--- src/rtl/hsq_pkg.sv ---
package hsq_pkg;
  localparam int unsigned RAILS = 4;

  typedef enum logic [2:0] {
    ST_IDLE, ST_HOST, ST_SEQ, ST_START, ST_PGI, ST_STEADY, ST_COOL, ST_LATCH
  } hsq_state_e;

  typedef enum logic [1:0] {MD_AUTO, MD_SEQ, MD_HOST} hsq_mode_e;

  function automatic int hsq_max4(int a, int b, int c, int d);
    int m;
    m = a;
    if (b > m) m = b;
    if (c > m) m = c;
    if (d > m) m = d;
    return m;
  endfunction
endpackage

--- src/rtl/hsq_card_qual.sv ---
module hsq_card_qual #(
  parameter int QUAL_CYC = 20
) (
  input  logic clk,
  input  logic rst_n,
  input  logic card_sel_n,
  input  logic seq_req,
  output logic qualified,
  output logic seq_latched
);
  localparam int QW = $clog2(QUAL_CYC + 1);
  localparam logic [QW-1:0] QMAX = QW'(QUAL_CYC);

  logic [QW-1:0] cnt_q;
  logic          lat_q;

  // restart on every high sample, saturate once qualified
  always_ff @(posedge clk or negedge rst_n) begin
    if (!rst_n) begin
      cnt_q <= '0;
      lat_q <= 1'b0;
    end else if (card_sel_n) begin
      cnt_q <= '0;
      lat_q <= seq_req;
    end else if (cnt_q != QMAX) begin
      cnt_q <= cnt_q + 1'b1;
    end
  end

  assign qualified   = (cnt_q == QMAX);
  assign seq_latched = lat_q;

  AST_QUAL_RESTART: assert property (@(posedge clk) disable iff (!rst_n)
    card_sel_n |=> !qualified);
endmodule

--- src/rtl/hsq_countdown.sv ---
module hsq_countdown #(
  parameter int W = 8
) (
  input  logic         clk,
  input  logic         rst_n,
  input  logic         load,
  input  logic [W-1:0] load_val,
  output logic         expired
);
  logic [W-1:0] cnt_q;

  always_ff @(posedge clk or negedge rst_n) begin
    if (!rst_n)              cnt_q <= '0;
    else if (load)           cnt_q <= load_val;
    else if (cnt_q != '0)    cnt_q <= cnt_q - 1'b1;
  end

  assign expired = (cnt_q == '0);
endmodule

--- src/rtl/hsq_rail_mask.sv ---
module hsq_rail_mask
  import hsq_pkg::*;
#(
  parameter int N = RAILS
) (
  input  hsq_state_e              state,
  input  hsq_mode_e               mode,
  input  logic [$clog2(N)-1:0]    step,
  input  logic [N-1:0]            host_on,
  input  logic [N-1:0]            rail_good,
  input  logic [N-1:0]            rail_ilim,
  output logic [N-1:0]            rail_en,
  output logic                    all_good,
  output logic                    any_ilim,
  output logic                    cur_good
);
  localparam int SW = $clog2(N);

  logic          on_phase;
  logic [N-1:0]  ok_v;
  logic [N-1:0]  lim_v;

  assign on_phase = (state == ST_START) || (state == ST_PGI) || (state == ST_STEADY);

  for (genvar r = 0; r < N; r++) begin : g_rail
    assign rail_en[r] = (state == ST_SEQ) ? (SW'(r) <= step) :
                        on_phase ? ((mode == MD_HOST) ? host_on[r] : 1'b1) : 1'b0;
    assign ok_v[r]  = rail_good[r] | ~rail_en[r];
    assign lim_v[r] = rail_ilim[r] & rail_en[r];
  end

  assign all_good = &ok_v;
  assign any_ilim = |lim_v;
  assign cur_good = rail_good[step];
endmodule

--- src/rtl/hsq_ctrl_fsm.sv ---
module hsq_ctrl_fsm
  import hsq_pkg::*;
#(
  parameter int START_CYC = 16,
  parameter int STEP_CYC  = 12,
  parameter int PGI_CYC   = 10,
  parameter int COOL_CYC  = 784
) (
  input  logic                      clk,
  input  logic                      rst_n,
  input  logic                      card_sel_n,
  input  logic                      qualified,
  input  logic                      seq_latched,
  input  logic                      auto_on,
  input  logic                      retry_en,
  input  logic                      fault_req,
  input  logic                      ext_pwr_ok,
  input  logic [RAILS-1:0]          host_on,
  input  logic                      all_good,
  input  logic                      any_ilim,
  input  logic                      cur_good,
  output hsq_state_e                state_o,
  output hsq_mode_e                 mode_o,
  output logic [$clog2(RAILS)-1:0]  step_o,
  output logic                      timeout_o
);
  localparam int SW   = $clog2(RAILS);
  localparam int MAXC = hsq_max4(START_CYC, STEP_CYC, PGI_CYC, COOL_CYC);
  localparam int TW   = $clog2(MAXC + 1);
  localparam logic [TW-1:0] START_LD = TW'(START_CYC - 1);
  localparam logic [TW-1:0] STEP_LD  = TW'(STEP_CYC - 1);
  localparam logic [TW-1:0] PGI_LD   = TW'(PGI_CYC - 1);
  localparam logic [TW-1:0] COOL_LD  = TW'(COOL_CYC - 1);
  localparam logic [SW-1:0] LAST     = SW'(RAILS - 1);

  hsq_state_e    st_q, st_d;
  hsq_mode_e     md_q, md_d;
  logic [SW-1:0] step_q, step_d;
  logic          flt_q, flt_d;
  logic          ld;
  logic [TW-1:0] ld_val;
  logic          expired;
  logic          host_drop;

  hsq_countdown #(.W(TW)) u_tmr (
    .clk(clk), .rst_n(rst_n), .load(ld), .load_val(ld_val), .expired(expired)
  );

  assign host_drop = (md_q == MD_HOST) && (host_on == '0);

  always_comb begin
    st_d   = st_q;
    md_d   = md_q;
    step_d = step_q;
    flt_d  = flt_q;
    ld     = 1'b0;
    ld_val = '0;
    if (card_sel_n) begin
      st_d   = ST_IDLE;
      step_d = '0;
      flt_d  = 1'b0;
    end else begin
      unique case (st_q)
        ST_IDLE: if (qualified) begin
          step_d = '0;
          if (!auto_on) begin
            st_d = ST_HOST; md_d = MD_HOST;
          end else if (seq_latched) begin
            st_d = ST_SEQ; md_d = MD_SEQ; ld = 1'b1; ld_val = STEP_LD;
          end else begin
            st_d = ST_START; md_d = MD_AUTO; ld = 1'b1; ld_val = START_LD;
          end
        end
        ST_HOST: if (host_on != '0) begin
          st_d = ST_START; ld = 1'b1; ld_val = START_LD;
        end
        ST_SEQ: begin
          if (fault_req) begin
            st_d = ST_COOL; ld = 1'b1; ld_val = COOL_LD;
          end else if (cur_good) begin
            ld = 1'b1;
            if (step_q == LAST) begin
              st_d = ST_START; ld_val = START_LD;
            end else begin
              step_d = step_q + 1'b1; ld_val = STEP_LD;
            end
          end else if (expired) begin
            flt_d = 1'b1; st_d = ST_COOL; ld = 1'b1; ld_val = COOL_LD;
          end
        end
        ST_START: begin
          if (fault_req) begin
            st_d = ST_COOL; ld = 1'b1; ld_val = COOL_LD;
          end else if (host_drop) begin
            st_d = ST_HOST;
          end else if (expired) begin
            if (any_ilim) begin
              st_d = ST_COOL; ld = 1'b1; ld_val = COOL_LD;
            end else if (all_good) begin
              st_d = ST_PGI; ld = 1'b1; ld_val = PGI_LD;
            end
          end
        end
        ST_PGI: begin
          if (fault_req || any_ilim) begin
            st_d = ST_COOL; ld = 1'b1; ld_val = COOL_LD;
          end else if (host_drop) begin
            st_d = ST_HOST;
          end else if (expired) begin
            st_d = ext_pwr_ok ? ST_STEADY : ST_LATCH;
          end
        end
        ST_STEADY: begin
          if (fault_req || any_ilim) begin
            st_d = ST_COOL; ld = 1'b1; ld_val = COOL_LD;
          end else if (host_drop) begin
            st_d = ST_HOST;
          end
        end
        ST_COOL: if (expired) st_d = retry_en ? ST_IDLE : ST_LATCH;
        ST_LATCH: st_d = ST_LATCH;
        default: st_d = ST_IDLE;
      endcase
    end
  end

  always_ff @(posedge clk or negedge rst_n) begin
    if (!rst_n) begin
      st_q   <= ST_IDLE;
      md_q   <= MD_AUTO;
      step_q <= '0;
      flt_q  <= 1'b0;
    end else begin
      st_q   <= st_d;
      md_q   <= md_d;
      step_q <= step_d;
      flt_q  <= flt_d;
    end
  end

  assign state_o   = st_q;
  assign mode_o    = md_q;
  assign step_o    = step_q;
  assign timeout_o = flt_q;

  AST_LATCH_HOLDS: assert property (@(posedge clk) disable iff (!rst_n)
    (st_q == ST_LATCH && !card_sel_n) |=> (st_q == ST_LATCH));
endmodule

--- src/rtl/hsq_rail_sequencer.sv ---
module hsq_rail_sequencer
  import hsq_pkg::*;
#(
  parameter int QUAL_CYC  = 20,
  parameter int START_CYC = 16,
  parameter int STEP_CYC  = 12,
  parameter int PGI_CYC   = 10,
  parameter int COOL_CYC  = 784
) (
  input  logic             clk,
  input  logic             rst_n,
  input  logic             card_sel_n,
  input  logic             auto_on,
  input  logic             seq_req,
  input  logic             retry_en,
  input  logic [RAILS-1:0] host_on,
  input  logic [RAILS-1:0] rail_good,
  input  logic [RAILS-1:0] rail_ilim,
  input  logic             fault_req,
  input  logic             ext_pwr_ok,
  input  logic             in_rst_n,
  output logic [RAILS-1:0] rail_en,
  output logic             board_ok_n,
  output logic             gated_rst_n,
  output logic             step_timeout,
  output logic             cooling
);
  localparam int SW = $clog2(RAILS);

  logic          qualified, seq_latched;
  logic          all_good, any_ilim, cur_good;
  hsq_state_e    state;
  hsq_mode_e     mode;
  logic [SW-1:0] step;
  logic          healthy;

  hsq_card_qual #(.QUAL_CYC(QUAL_CYC)) u_qual (
    .clk(clk), .rst_n(rst_n), .card_sel_n(card_sel_n), .seq_req(seq_req),
    .qualified(qualified), .seq_latched(seq_latched)
  );

  hsq_ctrl_fsm #(
    .START_CYC(START_CYC), .STEP_CYC(STEP_CYC), .PGI_CYC(PGI_CYC), .COOL_CYC(COOL_CYC)
  ) u_fsm (
    .clk(clk), .rst_n(rst_n), .card_sel_n(card_sel_n), .qualified(qualified),
    .seq_latched(seq_latched), .auto_on(auto_on), .retry_en(retry_en),
    .fault_req(fault_req), .ext_pwr_ok(ext_pwr_ok), .host_on(host_on),
    .all_good(all_good), .any_ilim(any_ilim), .cur_good(cur_good),
    .state_o(state), .mode_o(mode), .step_o(step), .timeout_o(step_timeout)
  );

  hsq_rail_mask #(.N(RAILS)) u_mask (
    .state(state), .mode(mode), .step(step), .host_on(host_on),
    .rail_good(rail_good), .rail_ilim(rail_ilim), .rail_en(rail_en),
    .all_good(all_good), .any_ilim(any_ilim), .cur_good(cur_good)
  );

  assign healthy     = (state == ST_PGI) || (state == ST_STEADY);
  assign board_ok_n  = ~healthy;
  assign gated_rst_n = healthy & in_rst_n;
  assign cooling     = (state == ST_COOL);

  AST_RAILS_NEED_QUAL: assert property (@(posedge clk) disable iff (!rst_n)
    (|rail_en) |-> qualified);
  AST_ONE_RAIL_PER_STEP: assert property (@(posedge clk) disable iff (!rst_n)
    (state == ST_SEQ) |=> ($countones(rail_en) <= $countones($past(rail_en)) + 1));
  AST_OK_NEEDS_GOOD: assert property (@(posedge clk) disable iff (!rst_n)
    $fell(board_ok_n) |-> (&$past(rail_good | ~rail_en)));
  AST_RST_HELD: assert property (@(posedge clk) disable iff (!rst_n)
    board_ok_n |-> !gated_rst_n);
  AST_COOL_DARK: assert property (@(posedge clk) disable iff (!rst_n)
    cooling |-> (rail_en == '0));
  AST_DROP_ON_REMOVAL: assert property (@(posedge clk) disable iff (!rst_n)
    card_sel_n |=> ((rail_en == '0) && board_ok_n && !gated_rst_n && !step_timeout));
endmodule

--- config.mk ---
export PLATFORM = sky130hd
export DESIGN_NAME = hsq_rail_sequencer
export DESIGN_NICKNAME = d
export VERILOG_FILES = /design/src/rtl/hsq_pkg.sv /design/src/rtl/hsq_card_qual.sv /design/src/rtl/hsq_countdown.sv /design/src/rtl/hsq_rail_mask.sv /design/src/rtl/hsq_ctrl_fsm.sv /design/src/rtl/hsq_rail_sequencer.sv
export SDC_FILE = /design/constraint.sdc
export NUM_CORES = 1
export LEC_CHECK = 0
export BUFFER_PORTS_ARGS = -buffer_cell sky130_fd_sc_hd__buf_2
export CORE_MARGIN = 3
export CORE_UTILIZATION = 40
export CTS_CLUSTER_SIZE = 16
export DETAILED_ROUTE_END_ITERATION = 16
export GPL_ROUTABILITY_DRIVEN = 1
export GPL_TIMING_DRIVEN = 0
export PLACE_DENSITY = 0.59
export SYNTH_ARGS = -nofsm -noshare
export SYNTH_HDL_FRONTEND = slang
export SYNTH_SLANG_ARGS = --single-unit
--- constraint.sdc ---
create_clock -name clk -period 5.6 [get_ports clk]
set_input_delay 1.4 -clock clk [delete_from_list [all_inputs] [get_ports clk]]
set_output_delay 1.4 -clock clk [all_outputs]
set_load 0.02 [all_outputs]
==> summary.txt, run 1 <==
Run status
  • Status: completed

Pwr
  • Design Power: 0.001001 W
  • VDD IR-drop max: 0.0001800 V
  • Leak Pwr: between 0.9 and 1 nW
  • Pwr dens: approximately 440 mW/mm^2

Flow run
  • Max-Cap Viols: 0

Setup path
  • Critical path launch point type: primary input
  • Worst path bufs/invs: 2
  • Critical Path RT: 4.20 ns
  • CP max-delay cell: nor3b_1
  • CP delay by family, top: simple AND/OR/NAND/NOR gates
  • Crit-path most repeated cell: buf_2
  • CP max FO: 3
  • CP Depth: 4
  • Critical path, cell by cell: buf_2 -> nor3b_1 -> o22ai_1 -> buf_2
  • WP data arrival: 2.23 ns
  • Critical Path End Type: primary output
  • Crit-path max cell delay: 0.39 ns
  • Crit path kind: in2out
  • Worst Reg-to-Reg Cells: 9

Worst hold path
  • Hold depth: 2
  • Hold WC Path Type: reg2reg

Cells and area
  • Fill count: between 400 and 500
  • Final net count: 298
  • Layout cells sized above 1: roughly a fifth
  • Final std cell area, no fill: 0.002298 mm^2
  • Antenna Cells: 0
  • Area grow syn2layout: 13.53%

Logic synthesis
  • Post-synth EDFFs: 0
  • Synth unique cells: 62
  • Syn avg cell area: between 8 and 9 um^2
  • Cells after Synth: ~240
  • Most used DFF post-synth: dfrtp_1
  • Netlist Area Pre-Place: 0.002024 mm^2
  • Mapped Nets: about 270
  • Flops & latches, synth: 24
  • Post-synthesis sequential area ratio: 29.67%
  • Async set or reset register ratio after synthesis: between 90% and 100%
  • Synth warnings: 0

Global routing
  • GRT Overall Usage: 17.58%
  • First-pass GRT wire length: ~8500 um
  • GR Overflow Total: 0
  • Pin count of the biggest net entering global routing: 25
  • Initial antenna violation count: 0
  • Vias in the first global route: 1738

Placement
  • Final Wtd Congestion: about 0.9
  • DP Area: 0.002243 mm^2
  • Port-buffer cells: 27
  • HPWL after detailed placement: 3892 um
  • Post-Place Worst Slack: 2.000 ns

Timing
  • Worst Tran Pin Value: 0.5490 ns
  • Unrepaired setup endpoints after global routing: false
  • Setup TNS: 0 ns
  • Final Hold Slack: 0.5273 ns
  • Max Clock Freq: 275.2 MHz
  • Minimum clock period: 3.634 ns
  • Final period utilization: between 60% and 70%
  • Relative slew slack: 63.40%
  • Final Hold Fails: 0
  • Clock Skews: 0.001957 ns
  • Setup violators final: 0
  • Final setup margin: between 1.5 and 2 ns
  • Fin. max-slew vios: 0

Die
  • I/O pins: 29
  • Num rows: 25
  • Die Width: 77.14 um
  • Die area: 0.005951 mm^2
  • Die height: 77.14 um
  • Core ar.: 0.004817 mm^2
  • Starting Density: 42.03%

CTS
  • H-tree depth: 1
  • Clk slew on worst S/H paths: 0.08 ns
  • Num CTS Buffers: 3
  • Later-pin clock latency in the skew report: 0.26 ns
  • Hold-fix buffers at CTS: 0
  • Clock root buffer: clkbuf_8
  • Setup repair bufs after CTS: 0
  • TritonCTS Sinks: 24
  • CTS tree: done
  • Clock Path Buffers: 2
  • Resize count post-CTS: 0

Drt
  • WL/cell: 15.01 um
  • Initial DRC Count: 157
  • Vias per Instance: 5.493
  • Final WL: 5057 um
  • Pre-antenna DRT Iters: 4
  • DRC Markers: 0
  • Met3 WL: about 270 um
  • Post-route antenna net violation count: 0
  • Uppermost layer routed: met4
  • Metal2 WL: ~2400 um
  • Vias: 1851
  • Met1 Wirelength: 2395 um
worst paths after layout:
kind	from	end	slack, ns
max in group asynchronous	rst_n	u_fsm.state_o[1]	4.12
min in group asynchronous	rst_n	u_fsm.u_tmr.cnt_q[3]	1.11
setup reg to reg	u_fsm.step_o[0]	u_fsm.u_tmr.cnt_q[9]	2.78
hold reg to reg	u_fsm.timeout_o	u_fsm.timeout_o	0.53
setup / recovery	host_on[2]	rail_en[2]	1.97
hold / removal	u_fsm.timeout_o	u_fsm.timeout_o	0.53
stage by stage:
stage | utilization (%) | std cells
2_1_floorplan | - | 239
3_3_place_gp | 46.57 | 333
3_5_place_dp | 46.57 | 333
4_1_cts | 47.71 | 337
5_1_grt | 47.71 | 337
6_report | 47.71 | 337
cells in the final DEF, fill, tap and decap left out, types with 3 or more instances in the layout:
cell	count
ha_1	6
o21ai_0	21
or4_1	3
and2_1	3
clkbuf_8	4
nand2_1	22
or3_1	3
nor3b_1	4
nor3_1	8
mux2_2	5
o22ai_1	6
dfrtp_1	24
buf_4	3
buf_2	29
nor2b_1	4
nand2b_1	6
a21oi_1	14
inv_1	12
nand3_1	6
clkbuf_1	6
xor2_1	3
nand3b_1	3
nor2_1	22
a21o_1	3
xnor2_1	5
power breakdown:
part | internal (W) | switching (W) | leakage [nW] | total (W)
logic | 0.000253 | 0.000355 | 0.620 | 0.000608
clock network | 0.0000627 | 0.0000558 | 0.0288 | 0.000118
registers | 0.000222 | 0.0000524 | 0.314 | 0.000275
registers in the layout, summed over array words and instances (netlist names):
register and count:
u_fsm.mode_o 2, u_fsm.state_o 3, u_fsm.step_o 2, u_fsm.timeout_o 1, u_fsm.u_tmr.cnt_q 10, u_qual.cnt_q 5
u_qual.seq_latched 1
kinds of logic after synthesis:
family / after synthesis / share of synthesized area, %
simple gates: 102 / 29.67
fa+ha+maj: 6 / 3.708
mux: 9 / 5.500
buf+inv: 24 / 5.377
xor+xnor: 8 / 3.461
compound gates: 66 / 22.62
flops: 24 / 29.67
final cells by class:
cell class / count / area, um^2 / share of cell area, %
inverters: 13 / 53.80 / 2.341
well taps: 67 / 83.83 / 3.647
multi-input cells: 191 / 1315 / 57.21
repair buffers: 27 / 135.1 / 5.879
flip-flops and latches: 24 / 600.6 / 26.13
plain buffers: 11 / 55.05 / 2.395
clock buffers: 4 / 55.05 / 2.395
worst reg2reg max path, cell delays in order, from the launching register on:
cell	delay [ns]
dfrtp_1	0.44
inv_1	0.09
ha_1	0.20
nor2_1	0.25
o22ai_1	0.13
a221o_1	0.34
a221oi_2	0.33
o2111ai_2	0.18
a41oi_4	0.38
mux2_2	0.38
cell usage after synthesis, types with 3 or more instances:
library cell	number	area share, %
nand3b_1	3	1.1
clkbuf_1	6	1.1
nand2b_1	6	1.9
nand2_1	22	4.1
dfrtp_1	24	30
nand3_1	6	1.5
inv_1	12	2.2
nor2b_1	4	1.2
buf_4	3	1.1
a21o_1	3	1.1
o22ai_1	6	1.9
a21oi_1	14	3.5
or4_1	3	1.1
ha_1	6	3.7
xor2_1	3	1.3
nor2_1	22	4.1
or3_1	3	0.93
o21ai_0	21	5.2
and2_1	3	0.93
nor3_1	8	2.0
xnor2_1	5	2.2
mux2_2	5	2.8
nor3b_1	4	1.5
metal layers:
metal	vias to the layer above	track usage (%)
met3	4	2.700
met2	51	28.67
met5	-	0
met4	0	2.135
met1	865	25.20
li1	931	-
(Power assumes the default switching activity.)
==> inputs of run 2 (changes only) <==
PLACE_DENSITY = 0.61   (was 0.59)
clock period = 2.95 ns   (was 5.6 ns; I/O delays follow)
==> summary.txt, run 2 (synthesis gave the netlist of run 1 again) <==
Die
  • Die Width: 77.14 um (unchanged)
  • Core ar.: 0.004817 mm^2 (unchanged)
  • I/O pins: 29 (unchanged)
  • Die area: 0.005951 mm^2 (unchanged)
  • Starting Density: 42.03% (unchanged)
  • Die height: 77.14 um (unchanged)
  • Num rows: 25 (unchanged)

Pwr
  • Internal: 0.001030 W (was 0.0005384 W)
  • Pwr dens: 829.7 mW/mm^2 (was 435.6 mW/mm^2)
  • VDD IR-drop max: 0.0003542 V (was 0.0001800 V)
  • Register share of total power: 27.2% (was 27.4%)
  • Net Sw Power: 0.0008834 W (was 0.0004629 W)
  • Gate power share: 61.1% (was 60.7%)
  • Sw Share: 46.17% (was 46.23%)
  • Clock share of power: 11.7% (was 11.8%)
  • Leak Pwr: 0.9680 nW (was 0.9627 nW)

Drt
  • WL/cell: 15.07 um (was 15.01 um)
  • Initial DRC Count: 188 (was 157)
  • Post-route antenna net violation count: 0 (unchanged)
  • DRC Markers: 0 (unchanged)
  • Pre-antenna DRT Iters: 4 (unchanged)
  • Vias per Instance: 5.518 (was 5.493)
  • Final WL: 5094 um (was 5057 um)
  • Vias: 1865 (was 1851)

Global routing
  • Vias in the first global route: 1846 (was 1738)
  • GR Overflow Total: 0 (unchanged)
  • Initial antenna violation count: 0 (unchanged)
  • First-pass GRT wire length: 8935 um (was 8500 um)
  • Pin count of the biggest net entering global routing: 25 (unchanged)
  • GRT Overall Usage: 18.17% (was 17.58%)

CTS
  • Setup repair bufs after CTS: 0 (unchanged)
  • Clk slew on worst S/H paths: 0.09 ns (was 0.08 ns)
  • TritonCTS Sinks: 24 (unchanged)
  • Resize count post-CTS: 0 (unchanged)
  • Clock root buffer: clkbuf_8 (unchanged)
  • Hold-fix buffers at CTS: 0 (unchanged)
  • Num CTS Buffers: 3 (unchanged)
  • Later-pin clock latency in the skew report: 0.26 ns (about the same)
  • H-tree depth: 1 (unchanged)
  • CTS tree: done (unchanged)
  • Clock Path Buffers: 2 (unchanged)

Setup path
  • Critical path, cell by cell: inv_1 -> ha_1 -> nor2_1 -> o22ai_1 -> a221o_1 -> a221oi_2 -> o2111ai_2 -> a41oi_4 -> mux2_2 (was buf_2 -> nor3b_1 -> o22ai_1 -> buf_2)
  • WP data arrival: 2.93 ns (was 2.23 ns)
  • Worst Reg-to-Reg Cells: 9 (unchanged)
  • CP max-delay cell: dfrtp_1 (was nor3b_1)
  • FF-to-FF Start: u_fsm.step_o[0] (unchanged)
  • Crit path kind: reg2reg (was in2out)
  • R2R Setup Slk: 0.17 ns (was 2.78 ns)
  • Critical path launch point type: flip-flop (was primary input)
  • CP max FO: 5 (was 3)
  • Critical Path RT: 3.11 ns (was 4.20 ns)
  • Crit-path max cell delay: 0.44 ns (was 0.39 ns)
  • FF-to-FF End: u_fsm.u_tmr.cnt_q[9] (unchanged)
  • Critical Path End Type: flip-flop (was primary output)

Timing
  • Fin. max-slew vios: 0 (unchanged)
  • Relative slew slack: 63.14% (was 63.40%)
  • Minimum clock period: 2.776 ns
  • Max Clock Freq: 360.2 MHz
  • Clock Skews: 0.006234 ns (was 0.001957 ns)
  • Unrepaired setup endpoints after global routing: false (unchanged)
  • Setup violators final: 0 (unchanged)
  • Worst Tran Pin Value: 0.5530 ns (was 0.5490 ns)
  • Final period utilization: 94.10%
  • Final Hold Fails: 0 (unchanged)
  • Setup TNS: 0 ns (unchanged)

Cells and area
  • Reg with most FFs: u_fsm.u_tmr.cnt_q (unchanged)
  • Non-Filler Instances: 338 (was 337)
  • Area grow syn2layout: 13.91% (was 13.53%)
  • Fill count: 505 (was 491)
  • Layout cells sized above 1: 20.66% (was 20.37%)
  • Area occupied by multi-input gates: 0.001315 mm^2 (unchanged)
  • Antenna Cells: 0 (unchanged)
  • Most common cell after layout, fill and taps aside: buf_2 (unchanged)
  • Max reg flops: 10 (unchanged)
  • Final net count: 299 (was 298)
  • Seq. cell area: 600.6 um^2 (unchanged)
  • Final std cell area, no fill: 0.002306 mm^2 (was 0.002298 mm^2)
  • Most frequent cells in the layout: buf_2, dfrtp_1, nor2_1, nand2_1, o21ai_0 (unchanged)

Placement
  • Placed insts: 333 (unchanged)
  • Port-buffer cells: 27 (unchanged)
  • HPWL after detailed placement: 3873 um (was 3892 um)
  • Final Wtd Congestion: 0.9020 (was 0.9003)
  • DP Area: 0.002243 mm^2 (unchanged)

Run status
  • Status: completed (unchanged)

Flow run
  • Max-Cap Viols: 0 (unchanged)

Worst hold path
  • Hold WC Path Type: in2async (was reg2reg)
run 2: per-stage QoR:
step	hold WS (ns)	utilization (%)	power [W]	setup slack (ns)
detailed placement	0.5308	46.57	0.001671	0.01434
global route	0.4766	47.87	0.002071	0.0008977
global placement	0.4984	46.57	0.001665	0.005748
floorplan	0.4419	-	0.001397	0.3589
CTS	0.4632	47.71	0.001905	0.1594
finish	0.4441	47.87	0.001913	0.1740
run 2: worst max-delay path: cells and delay by family (launching register included):
kind	cells	cell delay, ns
AOI/OAI and AO/OA	5	1.29
adders and majority gates	1	0.20
buffers and inverters	1	0.09
DFF	1	0.44
muxes	1	0.37
and+or+nand+nor	1	0.27
run 2: area by class of cell:
cell class / instances / share of cell area, %
Multi-Input combinational cell: 191 / 57.03
Sequential cell: 24 / 26.04
Timing Repair Buffer: 28 / 6.186
Tap cell: 67 / 3.635
Clock buffer: 4 / 2.387
Buffer: 11 / 2.387
Inverter: 13 / 2.333
run 2: how the worst max path moves through the flow:
stage                               start                    to  slack (ns)  depth (start not counted)
final                     u_fsm.step_o[0]  u_fsm.u_tmr.cnt_q[9]        0.17                          9
after global routing      u_fsm.step_o[0]  u_fsm.u_tmr.cnt_q[8]      0.0009                          9
after CTS                 u_fsm.step_o[0]  u_fsm.u_tmr.cnt_q[9]        0.16                          9
after detailed placement       host_on[2]  u_fsm.u_tmr.cnt_q[2]        0.01                          8
after global placement         host_on[1]  u_fsm.u_tmr.cnt_q[9]       0.006                          8
after floorplan                host_on[0]  u_fsm.u_tmr.cnt_q[1]        0.36                          7
run 2: routing by layer:
| metal | global-route usage [%] | wire [um] | vias to the layer above |
|---|---|---|---|
| li1 | - | - | 930 |
| met2 | 29.53 | 2404 | 60 |
| met5 | 0 | 0 | - |
| met4 | 3.381 | 35 | 0 |
| met1 | 25.07 | 2344 | 871 |
| met3 | 3.756 | 311 | 4 |
run 2: power by group through the flow:
stage,combinational [W],sequential (W),clock [W]
floorplan,0.000898,0.000499,0
global placement,0.00114,0.000527,0
detailed placement,0.00114,0.000528,0
CTS,0.00115,0.000521,0.000237
global route,0.00129,0.000540,0.000246
finish,0.00117,0.000521,0.000223
